===== config.mk =====
export PLATFORM = sky130hd
export DESIGN_NAME = pin_change_irq
export DESIGN_NICKNAME = d
export VERILOG_FILES = /design/src/rtl/pcirq_pkg.sv /design/src/rtl/pcirq_datapath.sv /design/src/rtl/pcirq_control.sv /design/src/rtl/pin_change_irq.sv
export SDC_FILE = /design/constraint.sdc
export NUM_CORES = 1
export LEC_CHECK = 0
export BUFFER_PORTS_ARGS = -buffer_cell sky130_fd_sc_hd__buf_2
export CORE_MARGIN = 2
export CORE_UTILIZATION = 40
export CTS_CLUSTER_SIZE = 14
export DETAILED_ROUTE_END_ITERATION = 10
export PLACE_DENSITY = 0.7
export SYNTH_ARGS = -nofsm -noshare
export SYNTH_HDL_FRONTEND = slang
export SYNTH_SLANG_ARGS = --single-unit

===== constraint.sdc =====
create_clock -name clk -period 3.2 [get_ports clk]
set_clock_uncertainty 0.15 [all_clocks]
set_input_delay 0.64 -clock clk [delete_from_list [all_inputs] [get_ports clk]]
set_output_delay 0.64 -clock clk [all_outputs]
set_load 0.01 [all_outputs]

===== src/rtl/pcirq_pkg.sv =====
package pcirq_pkg;

  typedef enum logic [1:0] {
    ST_IDLE    = 2'd0,
    ST_SERVICE = 2'd1,
    ST_GAP     = 2'd2
  } svcState_t;

  typedef struct packed {
    logic allowReq;
    logic takeVector;
  } ctlStrobe_t;

endpackage


===== src/rtl/pcirq_datapath.sv =====
module pcirq_datapath
  import pcirq_pkg::*;
#(
  parameter int GROUPS = 3,
  parameter int PINS   = 8,
  localparam int ADDR_W = $clog2(GROUPS + 2),
  localparam int ID_W   = (GROUPS > 1) ? $clog2(GROUPS) : 1
) (
  input  logic                   clk,
  input  logic                   rstN,
  input  logic [GROUPS*PINS-1:0] pinsIn,
  input  logic [ADDR_W-1:0]      regAddr,
  input  logic                   regWe,
  input  logic [PINS-1:0]        regWdata,
  output logic [PINS-1:0]        regRdata,
  input  ctlStrobe_t             strobes,
  output logic                   irqReqRaw,
  output logic                   irqReq,
  output logic [ID_W-1:0]        irqId
);

  localparam int NBITS = GROUPS * PINS;
  localparam logic [ADDR_W-1:0] EN_ADDR   = ADDR_W'(GROUPS);
  localparam logic [ADDR_W-1:0] FLAG_ADDR = ADDR_W'(GROUPS + 1);

  // two-flop synchroniser plus previous-sample register
  logic [NBITS-1:0] syncA, syncB, prevS, changeVec;

  always_ff @(posedge clk or negedge rstN) begin
    if (!rstN) begin
      syncA <= '0;
      syncB <= '0;
      prevS <= '0;
    end else begin
      syncA <= pinsIn;
      syncB <= syncA;
      prevS <= syncB;
    end
  end

  assign changeVec = syncB ^ prevS;

  logic [GROUPS-1:0][PINS-1:0] maskQ;
  logic [GROUPS-1:0] enQ, flagQ, flagNext, setVec, flagW1c, ackClr, pendVec;
  logic enWr, flagWr;

  assign enWr   = regWe && (regAddr == EN_ADDR);
  assign flagWr = regWe && (regAddr == FLAG_ADDR);

  // per-group mask registers and change reduction
  for (genvar g = 0; g < GROUPS; g++) begin : gen_group
    logic maskWr;
    assign maskWr = regWe && (regAddr == ADDR_W'(g));

    always_ff @(posedge clk or negedge rstN) begin
      if (!rstN)       maskQ[g] <= '0;
      else if (maskWr) maskQ[g] <= regWdata;
    end

    assign setVec[g] = |(changeVec[g*PINS +: PINS] & maskQ[g]);
  end

  always_ff @(posedge clk or negedge rstN) begin
    if (!rstN)     enQ <= '0;
    else if (enWr) enQ <= regWdata[GROUPS-1:0];
  end

  // flag update: software clear and vector-take clear, hardware set wins
  assign flagW1c  = flagWr ? regWdata[GROUPS-1:0] : '0;
  assign ackClr   = strobes.takeVector ? (GROUPS'(1) << irqId) : '0;
  assign flagNext = (flagQ & ~flagW1c & ~ackClr) | setVec;

  always_ff @(posedge clk or negedge rstN) begin
    if (!rstN) flagQ <= '0;
    else       flagQ <= flagNext;
  end

  // fixed priority: lowest group index wins
  assign pendVec = flagQ & enQ;

  always_comb begin
    irqId = '0;
    for (int i = GROUPS - 1; i >= 0; i--) begin
      if (pendVec[i]) irqId = ID_W'(i);
    end
  end

  assign irqReqRaw = |pendVec;
  assign irqReq    = irqReqRaw && strobes.allowReq;

  // register read mux
  always_comb begin
    regRdata = '0;
    for (int g = 0; g < GROUPS; g++) begin
      if (regAddr == ADDR_W'(g)) regRdata = maskQ[g];
    end
    if (regAddr == EN_ADDR)   regRdata[GROUPS-1:0] = enQ;
    if (regAddr == FLAG_ADDR) regRdata[GROUPS-1:0] = flagQ;
  end

  // checks
  assert_set_wins_R5: assert property (@(posedge clk) disable iff (!rstN)
    (setVec != '0) |=> ((flagQ & $past(setVec)) == $past(setVec)));

  assert_w1c_clears_R4: assert property (@(posedge clk) disable iff (!rstN)
    (flagW1c != '0 && setVec == '0 && !strobes.takeVector) |=> ((flagQ & $past(flagW1c)) == '0));

  assert_ack_clears_R6: assert property (@(posedge clk) disable iff (!rstN)
    (strobes.takeVector && !setVec[irqId]) |=> !flagQ[$past(irqId)]);

  assert_req_enabled_R3: assert property (@(posedge clk) disable iff (!rstN)
    irqReq |-> (enQ[irqId] && flagQ[irqId]));

  assert_req_priority_R9: assert property (@(posedge clk) disable iff (!rstN)
    irqReq |-> ((pendVec & ((GROUPS'(1) << irqId) - GROUPS'(1))) == '0));

endmodule


===== src/rtl/pcirq_control.sv =====
module pcirq_control
  import pcirq_pkg::*;
(
  input  logic       clk,
  input  logic       rstN,
  input  logic       irqReqRaw,
  input  logic       irqAck,
  input  logic       rtiDone,
  input  logic       instrRetire,
  output ctlStrobe_t strobes
);

  svcState_t state, stateNext;

  always_comb begin
    stateNext = state;
    unique case (state)
      ST_IDLE:    if (irqAck && irqReqRaw) stateNext = ST_SERVICE;
      ST_SERVICE: if (rtiDone)             stateNext = ST_GAP;
      ST_GAP:     if (instrRetire)         stateNext = ST_IDLE;
      default:                             stateNext = ST_IDLE;
    endcase
  end

  always_ff @(posedge clk or negedge rstN) begin
    if (!rstN) state <= ST_IDLE;
    else       state <= stateNext;
  end

  assign strobes.allowReq   = (state == ST_IDLE);
  assign strobes.takeVector = (state == ST_IDLE) && irqAck && irqReqRaw;

  // checks
  assert_take_blocks_R8: assert property (@(posedge clk) disable iff (!rstN)
    strobes.takeVector |=> !strobes.allowReq);

  assert_rti_gap_R8: assert property (@(posedge clk) disable iff (!rstN)
    (state == ST_SERVICE && rtiDone) |=> !strobes.allowReq);

  assert_gap_holds_R8: assert property (@(posedge clk) disable iff (!rstN)
    (state == ST_GAP && !instrRetire) |=> !strobes.allowReq);

  assert_stray_ack_R12: assert property (@(posedge clk) disable iff (!rstN)
    (state == ST_IDLE && irqAck && !irqReqRaw) |=> strobes.allowReq);

endmodule


===== src/rtl/pin_change_irq.sv =====
module pin_change_irq
  import pcirq_pkg::*;
#(
  parameter int GROUPS = 3,
  parameter int PINS   = 8,
  localparam int ADDR_W = $clog2(GROUPS + 2),
  localparam int ID_W   = (GROUPS > 1) ? $clog2(GROUPS) : 1
) (
  input  logic                   clk,
  input  logic                   rstN,
  input  logic [GROUPS*PINS-1:0] pinsIn,
  input  logic [ADDR_W-1:0]      regAddr,
  input  logic                   regWe,
  input  logic [PINS-1:0]        regWdata,
  output logic [PINS-1:0]        regRdata,
  output logic                   irqReq,
  output logic [ID_W-1:0]        irqId,
  input  logic                   irqAck,
  input  logic                   rtiDone,
  input  logic                   instrRetire
);

  ctlStrobe_t strobes;
  logic irqReqRaw;

  pcirq_datapath #(.GROUPS(GROUPS), .PINS(PINS)) datapath_i (
    .clk       (clk),
    .rstN      (rstN),
    .pinsIn    (pinsIn),
    .regAddr   (regAddr),
    .regWe     (regWe),
    .regWdata  (regWdata),
    .regRdata  (regRdata),
    .strobes   (strobes),
    .irqReqRaw (irqReqRaw),
    .irqReq    (irqReq),
    .irqId     (irqId)
  );

  pcirq_control control_i (
    .clk         (clk),
    .rstN        (rstN),
    .irqReqRaw   (irqReqRaw),
    .irqAck      (irqAck),
    .rtiDone     (rtiDone),
    .instrRetire (instrRetire),
    .strobes     (strobes)
  );

endmodule


== Word-level counts from Yosys, hierarchy flattened ==
Index checks and enable logic that the tools add are counted.
Storage, ports and cells
  input bits: 41
  word-level logic and storage cells: 59
  output and inout port bits: 11
  register bits: 104
Cells by class
  equal/unequal tests: 9
  muxes and demuxes: 14
  shift operators: 1
  reductions and logical operators: 16
  bitwise operators: 10
Operator list (number)
  $and A8 B8 Y8: 3
  $mux W8: 3
  $reduce_or A8 Y1: 3
  $xor A24 B24 Y24: 1
  $mux W2: 6
  $mux W3: 4
  $and A3 B3 Y3: 3
  $logic_and A1 B1 Y1: 9
  $eq A3 B2 Y1 const B: 2
  $not A3 Y3: 2
  $pmux W2 S3: 1
  $ne A2 B2 Y1 const B: 2
  $eq A3 B1 Y1 const B: 1
  $eq A3 B3 Y1 const B: 1
  $logic_not A3 Y1: 1
  $or A3 B3 Y3: 1
  $reduce_and A3 Y1: 1
  $reduce_or A3 Y1: 1
  $shl A1 B2 Y3 const A: 1
  $eq A2 B1 Y1 const B: 1
  $eq A2 B2 Y1 const B: 1
  $logic_not A2 Y1: 1
  $ne A2 B1 Y1 const B: 1

== Logic depth before layout (Yosys ltp) ==
Gate-level depths: netlist of run 1.
  word-level depth: 9
  depth in mapped cells: 5
  depth with buffers taken out: 4

== Modules after synthesis ==
From an unflattened synthesis of run 1, not the netlist that was laid out.
Second synthesis, totals
  cells, all modules: 237
  area, all modules: 3739.8 sq um
Modules (own cells, without submodules)
  pcirq_datapath: cells an instance 227, times used 1, area an instance 3628.5 sq um, seq. area each 2552.4 sq um
  pcirq_control: cells an instance 10, times used 1, area an instance 111.4 sq um, seq. area each 50.0 sq um

== Worst setup path before layout of run 1 ==
No wires, ideal clock.
  path kind: input to output
  from: input port regAddr[2]
  to: output port regRdata[1]
  data arrival time: 1.669 ns
  buffers on the path: 1
  setup slack: 0.741 ns
  stages: 4
  cell sequence: buf_6 or2_0 mux4_2 a32o_1
On the way
  word-level cells in the longest chain between the ends: 6
  elaborated cells between the ends (all ways): 10
RTL lines
  start, declared: line pin_change_irq.sv:12  | input logic [ADDR_W-1:0] regAddr,
  $logic_not A3 Y1: line pcirq_datapath.sv:95  | if (regAddr == ADDR_W'(g)) regRdata = maskQ[g];
  $mux W8 (3 in series): line pcirq_datapath.sv:95
  $mux W3: line pcirq_datapath.sv:97  | if (regAddr == EN_ADDR) regRdata[GROUPS-1:0] = enQ;
  $mux W3 (*): line pcirq_datapath.sv:98  | if (regAddr == FLAG_ADDR) regRdata[GROUPS-1:0] = flagQ;
  end, declared: line pin_change_irq.sv:15  | output logic [PINS-1:0] regRdata,
Mark *: on every way between the ends. The rest lies on a longest branch, timed or not.

== Worst setup path after layout of run 1 ==
  from: input port regAddr[2]
  to: output port regRdata[2]
The elaborated chain is that of the path after synthesis.

==> summary.md, run 1 <==
The flow ran to the end, and the final reports show no timing, DRC or antenna violations. The run gives 70.4% as the sequential cell area fraction in the yosys report. The floorplan step set the die height to 100 microns. For the number of diodes, the log shows 0.

The post-synthesis share of cell area spent on and, or, nand and nor gates is 5.62%. The number of synthesized register bits was 104; the worst vdd rail ir drop was 286 uV. In this run the remaining antenna-violating nets after routing total 0.

Detailed placement ended at an HPWL of 4710 microns. The average wire length per cell after detail routing was 15.6 microns; the number of nets in the synthesized netlist was 277. The number of cells on the worst reg-to-reg path is 3.

The tools report the final count of pins violating max slew as 0. Combinational logic burns 13.4% of the power. The worst hold margin is 80.2 ps, and the count of different cell masters after synthesis is 29. The worst path arrival time is 2030 ps, and the part of the power in registers is 58.7%.

The internal power component is 1.95 mW. The largest fanout on the critical path came out at 12. The detailed router finished its first iteration with 80 violations. Fill cells in the final layout number 830. Synthesis handed over a netlist of 236 instances.

The later pin in the worst-skew pair is clocked with a latency of 350 ps. For this run, the total global-route usage over all layers was measured as 13.9%. The run gives 0 as the count of unresolved DRC violations after routing. The run gives 1.94 nW as the cell leakage power. The final critical path takes up 88.0% of the cycle. Summing the areas of all fa, ha and maj instances in the mapped netlist gives 0% of the synthesized area. 52 I/O pins were placed.

The clock tree root driver cell was clkbuf_8. The weighted congestion reported at the end of routability-driven placement was 0.858. The commonest non-fill, non-tap cell in the layout was dfrtp_1.

The number of buffers created by CTS is 9, and the number of warnings printed during yosys synthesis is 0. Dividing the detail-routed via count by the number of cells gives 4.90. The endpoint identified for the worst register-to-register timing path is datapath_i.flagQ[2].

The tools report the number of global-route vias before repair as 2075. The portion of synthesized area spent on multiplexers is 11.5%. The maximum clock path buffer count is 2, and the final-layout setup total negative slack is 0 ps. The logs give 37 for the maximum number of pins on one net before global-route repair and 10000 sq um for the die outline area. The classification of the worst-slack hold path was in -> async. The total count of hold-check failures in the final report was 0; the post-detailed-routing wire length was 6430 microns. The clock network burns 27.9% of the power. For flop-to-flop paths, the worst setup slack is 1690 ps.

The initial antenna violation count is 0. The launching element type of the critical path was an input pin. After clock tree synthesis, the setup repair step added 0 buffers. The data required time of the worst path was 2410 ps. CTS saw 104 sinks.

The standard cell area after detailed placement came out at 4080 sq um. The first global-routing pass estimated 10400 microns of wire. Based on the critical path, the design can be clocked at up to 355 MHz. The average instance in the mapped netlist occupies 15.7 sq um.

The clock tree synthesis step divided the H-tree into 3 levels. Summed over all nets, the switching power comes to 705 uW. The post-cts resize count was 0; the setup-violating endpoint count in the final report was 0. The area growth from synthesis to layout is 15.4%. The core region is 9110 sq um. The worst path needs 2820 ps of the cycle, external delays included.

During placement, the flow inserted port buffers numbering 51. The worst setup path is captured at an output pin. Max-cap violation count: 0.

For this run the aggregate overflow at the end of global routing stands at 0. After floorplanning, the core was divided into 35 placement rows. TritonCTS built the clock tree.

The synthesized netlist devotes 5.55% of its cell area to compound gates. The tools report the overall via count from detail_route as 2022. The relative slew slack came out at 50.2%.

Once the floorplan was initialized, standard cells occupied 40.6% of the core. Summed area of non-filler cells in the final layout: 4260 sq um. In this run the horizontal extent of the chip is 100 microns. Setup repair after global routing left no endpoint under its margin.

Number of buffers added to fix hold violations after cts: 0. The clock-pin slew of the registers on the worst-case setup and hold paths works out to 90 ps. Power per unit of standard cell area: 622 nW/um^2. For the layout net count, the log shows 338.

The post-synthesis cell area was 3690 sq um. The layout cell share with drive strength beyond 1 came out at 34.8%. The startpoint identified for the worst register-to-register timing path is control_i.state[1].

The first-pass detailed-route iteration total came out at 4. By area, the combinational part of the netlist is dominated by multiplexers. Leaving out fill and tap cells, the most frequent cells in the layout are dfrtp_1, buf_2, mux2_2. The transition time at the pin with the least slew margin is 743 ps, and the fraction of power spent switching nets is 26.6%.

The synthesized-area fraction occupied by xor and xnor cells came out at 5.69%. By startpoint and endpoint, the worst setup path is classified as in -> out.
-- metal layers --
layer / wire (microns) / vias up / part of all wire (%) / global-route usage, %
li1: - / 957 / - / -
met1: 2790 / 1006 / 43 / 18.6
met2: 3190 / 49 / 50 / 21.9
met3: 331 / 10 / 5.1 / 3.13
met4: 114 / 0 / 1.8 / 6.64
met5: 0 / - / 0 / 0
-- critical path, stage by stage --
cell and delay (ps):
buf_2 190, or2_2 330, mux4_1 500, a32o_1 220
buf_2 140
-- kinds of logic (layout without fill, tap and decap cells) --
kind of cell / count (synthesis) / after routing
AND/OR/NAND/NOR: 37 / 37
flip-flops: 104 / 104
buffers and inverters: 7 / 73
XOR/XNOR: 24 / 24
AO/OA/AOI/OAI: 29 / 29
multiplexers: 35 / 35
-- cell type report --
class                           count  area [sq um]  share of cell area [%]
Sequential cell                   104          2600                    61.1
Multi-Input combinational cell    125          1050                    24.6
Timing Repair Buffer               54           280                    6.57
Clock buffer                       11           141                    3.32
Tap cell                          111           139                    3.26
Clock inverter                      5          40.0                   0.939
Inverter                            3          11.3                   0.264
-- how the worst max path moves through the flow --
stage	start	to	cells after the start
3_3_place_gp	regAddr[2]	regRdata[2]	5
4_1_cts	regAddr[2]	regRdata[2]	5
2_1_floorplan	regAddr[2]	regRdata[1]	4
6_report	regAddr[2]	regRdata[2]	5
3_5_place_dp	regAddr[2]	regRdata[2]	5
5_1_grt	regAddr[2]	regRdata[2]	5
-- power groups by stage --
| stage | sequential (mW) | combinational [mW] | clock, mW |
|---|---|---|---|
| after detailed placement | 1.58 | 0.362 | 0 |
| after global placement | 1.58 | 0.348 | 0 |
| after global routing | 1.57 | 0.399 | 0.822 |
| after floorplan | 1.54 | 0.240 | 0 |
| after CTS | 1.56 | 0.364 | 0.765 |
| final | 1.56 | 0.356 | 0.738 |
-- sequential cells by signal (all words and copies together), names as in the netlist --
| signal | flops |
|---|---|
| datapath_i.maskQ | 24 |
| control_i.state | 2 |
| datapath_i.prevS | 24 |
| datapath_i.enQ | 3 |
| datapath_i.syncB | 24 |
| datapath_i.flagQ | 3 |
| datapath_i.syncA | 24 |
-- Yosys cell counts --
master,count,area share (%)
dfrtp_1,104,70
mux2_2,27,8.2
xor2_1,24,5.7
a22oi_1,14,2.8
nor2_1,13,1.3
a21oi_1,7,0.95
nand2_1,7,0.71
mux2i_1,5,1.4
nand4_1,5,0.85
a32o_1,3,0.81
inv_1,3,0.30
a21o_1,2,0.41
buf_2,2,0.27
buf_6,2,0.61
mux4_2,2,1.2
nor3_1,2,0.27
or2_2,2,0.34
a31o_2,1,0.24
mux4_1,1,0.71
nand2b_1,1,0.17
nand2b_4,1,0.37
nor2b_1,1,0.17
nor3_2,1,0.27
nor3_4,1,0.44
nor3b_1,1,0.20
nor3b_2,1,0.34
o21ai_0,1,0.14
o22ai_1,1,0.17
or2_0,1,0.17
-- through the flow --
stage	utilization (%)	instances	power (mW)	worst slack (ps)
floorplan	-	236	1.78	741
global placement	44.8	397	1.93	433
detailed placement	44.8	397	1.95	378
CTS	46.8	413	2.69	379
global route	46.8	413	2.80	345
finish	46.8	413	2.65	383
Note: power is estimated with default switching activity, not from simulation.
==> run 2: changes to the inputs <==
--- a/config.mk
+++ b/config.mk
@@ -13,4 +13,6 @@
 export PLACE_DENSITY = 0.7
 export SYNTH_ARGS = -nofsm -noshare
 export SYNTH_HDL_FRONTEND = slang
+export SYNTH_HIERARCHICAL = 1
 export SYNTH_SLANG_ARGS = --single-unit
+export TNS_END_PERCENT = 10
==> summary.md, run 2 <==
The power per unit of standard cell area was 629 nW/um^2; the post-cts resize count was 0. The clock passes through at most 2 buffers. For the all-layer global routing usage, the log shows 14.3%. The max-cap violation count came out at 0. After synthesis, the largest family of logic cells by area is multiplexers.

For the worst path arrival time, the log shows 1960 ps. The final critical path time including I/O delays and setup is 2750 ps. The run gives 446 ps as the final worst setup slack. The tightest min-delay check is of the in -> async type.

After Yosys synthesis, XOR and XNOR cells account for 5.62% of the synthesized area. The reg-to-reg critical path endpoint is datapath_i/flagQ[0]. Across all register-to-register paths, the minimum setup slack is 1440 ps.

The tools report the total count of hold-check failures in the final report as 0. By startpoint and endpoint, the worst setup path is classified as in -> out. For this block, the routed nets add up to 6470 microns of wire.

The worst setup path is captured at an output pin. The repair_antennas step left the layout with diodes totalling 0. Synthesis inferred 104 register bits.

After detailed placement, the design holds a cell count of 394. Entering global routing, the biggest net connects 47 pins. The share of async-settable or async-resettable flops after synthesis came out at 100%. The detail route stage leaves a number of antenna-violating nets equal to 0. In the synthesized netlist, the cells that appear most often are dfrtp_1, mux2_2, xor2_1. The library cell used most frequently in the layout, excluding fill and tap cells, is dfrtp_1. The detailed router finished its first iteration with 103 violations.

For this configuration, the core starts out at a cell density of 40.9%. The floorplan die width was 101 microns. By instance count, the leading cell after synthesis is dfrtp_1. For this run, design rule violations remaining after detail routing come to 0.

The weighted congestion reported at the end of routability-driven placement is 0.806, and the number of nets in the synthesized netlist is 278. The average size of a mapped cell is 15.8 sq um, and the count of different cell masters after synthesis is 36. For the worst-skew pair, the clock arrives at the later sink with an insertion delay of 350 ps. Yosys attributes the largest share of cell area to dfrtp_1, mux2_2, xor2_1. Relative to the synthesized area, the layout overhead comes to 15.1%. For this run, the number of Yosys warnings is 6.

The die covers 10100 sq um. The final count of pins violating max slew was 0. Setup repair after global routing left no endpoint under its margin. Summing the areas of all and, or, nand and nor instances in the mapped netlist gives 6.29% of the synthesized area.

Pin placement for this block handled 52 I/O pins. The tools report the launching element type of the critical path as an input pin. STA puts the critical path data required time at 2410 ps. The tools report the overall via count from detail_route as 2041. The startpoint identified for the worst register-to-register timing path is datapath_i/flagQ[1]. The clock-pin slew of the registers on the worst-case setup and hold paths works out to 100 ps. Static timing analysis puts the maximum clock frequency at 363 MHz.

The transition time at the pin with the least slew margin was 610 ps. Measured against its own limit, the worst slew margin works out to 59.2%. Of the total synthesized cell area, the portion taken by full adders, half adders and majority gates is 0%.

Measured against the total synthesized area, the mux share comes to 11.3%. In this run the post-CTS setup repair buffer count came out at 0. The layout cell share with drive strength beyond 1 was 35.8%.

The synthesized design contains 0 enable-type register cells. After synthesis, flip-flops and latches occupy 69.6% of the total area. The post-synthesis cell area is 3740 sq um, and the standard cell area after detailed placement is 4110 sq um.

The post-route clock period utilization was 86.1%; the number of global-route vias before repair was 2188. The first global-routing pass estimated 10900 microns of wire. The H-tree was split into 3 levels.

The share of synthesized area in the top cell type comes to 69.6%. Setup violations remaining at the end of the flow were counted as 0. Across the VDD grid, the largest voltage drop is 323 uV.

The finished cells cover 4300 sq um. The share of the synthesized area in compound gates (AO/OA/AOI/OAI) was 5.52%; the post-layout instance count excluding filler cells was 410. The initial antenna violation count came out at 0.

The analysis attributes to cell leakage a power of 1.94 nW. The number of hold buffers added after CTS was 0. The flow ran to the end, and the final reports show no timing, DRC or antenna violations. Number of vias per cell after detailed routing: 4.98. Dividing the detail-routed wire length by the instance count gives 15.8 microns. After global routing the overflow that remains totals 0. The largest fanout on the critical path works out to 13.

After floorplanning, the core was sized to cover 9150 sq um. The cell count after synthesis was 237. The synthesized design spends more area on one cell type than any other, namely dfrtp_1. The die is 101 microns tall. The clock tree root driver cell is clkbuf_8.

For this run, the detailed router's first-pass iteration total came to 4. TritonCTS built the clock tree. The tools report the floorplan row count as 35.

The library cells used most frequently in the layout, excluding fill and tap cells, are dfrtp_1, buf_2, mux2_2. The HPWL after detailed placement is 4730 microns. The number of buffers created by CTS was 9; the number of buffer cells added on primary ports was 51. At the end of the flow, the number of nets in the layout was 335. The logic depth of the worst register-to-register path is 6. The clock drives 104 sinks. The run gives 460 ps as the post-placement worst setup slack. Summed over all failing endpoints, the final setup total negative slack is 0 ps. Among all flip-flop cells after synthesis, the most frequent one is dfrtp_1.
run 2: cell families after synthesis:
family,count (synthesis)
xor+xnor,24
buf+inv,9
mux,35
flops,104
compound gates,28
simple gates,37
run 2: worst max-delay path by stage:
stage          cells after the start        from     endpoint  slack [ps]
2_1_floorplan                      4  regAddr[0]  regRdata[0]         860
3_3_place_gp                       5  regAddr[2]  regRdata[2]         530
3_5_place_dp                       5  regAddr[2]  regRdata[0]         460
4_1_cts                            5  regAddr[2]  regRdata[0]         440
5_1_grt                            5  regAddr[2]  regRdata[0]         400
6_report                           5  regAddr[2]  regRdata[0]         450
run 2: stage by stage:
| stage | total power [mW] | utilization [%] | hold WS [ps] |
|---|---|---|---|
| finish | 2.71 | 47.0 | 54.1 |
| floorplan | 1.81 | - | 181 |
| CTS | 2.75 | 47.0 | 54.8 |
| global placement | 1.95 | 44.9 | 183 |
| detailed placement | 1.96 | 44.9 | 185 |
| global route | 2.86 | 47.0 | 63.8 |
run 2: critical path, cell delays in order:
cell	delay [ps]
buf_2	200
or2_0	290
mux4_2	490
a32o_1	210
buf_2	130
run 2: final cells by class:
class	instances	area, sq um
fill	788	4850
sequential	104	2600
multi-input combinational	124	1070
timing repair buffer	53	285
tap	111	139
clock buffer	9	124
clock inverter	7	72.6
inverter	2	7.51
run 2: report_power, final:
| group | total [mW] | internal (mW) | switching (mW) |
|---|---|---|---|
| Combinational | 0.368 | 0.197 | 0.171 |
| Sequential | 1.56 | 1.45 | 0.112 |
| Clock | 0.777 | 0.307 | 0.470 |
| Total | 2.71 | 1.95 | 0.753 |
run 2: layer usage:
metal  GRT usage [%]  routed length (microns)  vias to the layer above  part of all wire, %
li1                -                        -                      949                    -
met1            18.4                     2720                     1022                   42
met2            22.5                     3160                       56                   49
met3            3.68                      411                       14                  6.4
met4            7.17                      177                        0                  2.7
met5               0                        0                        -                    0
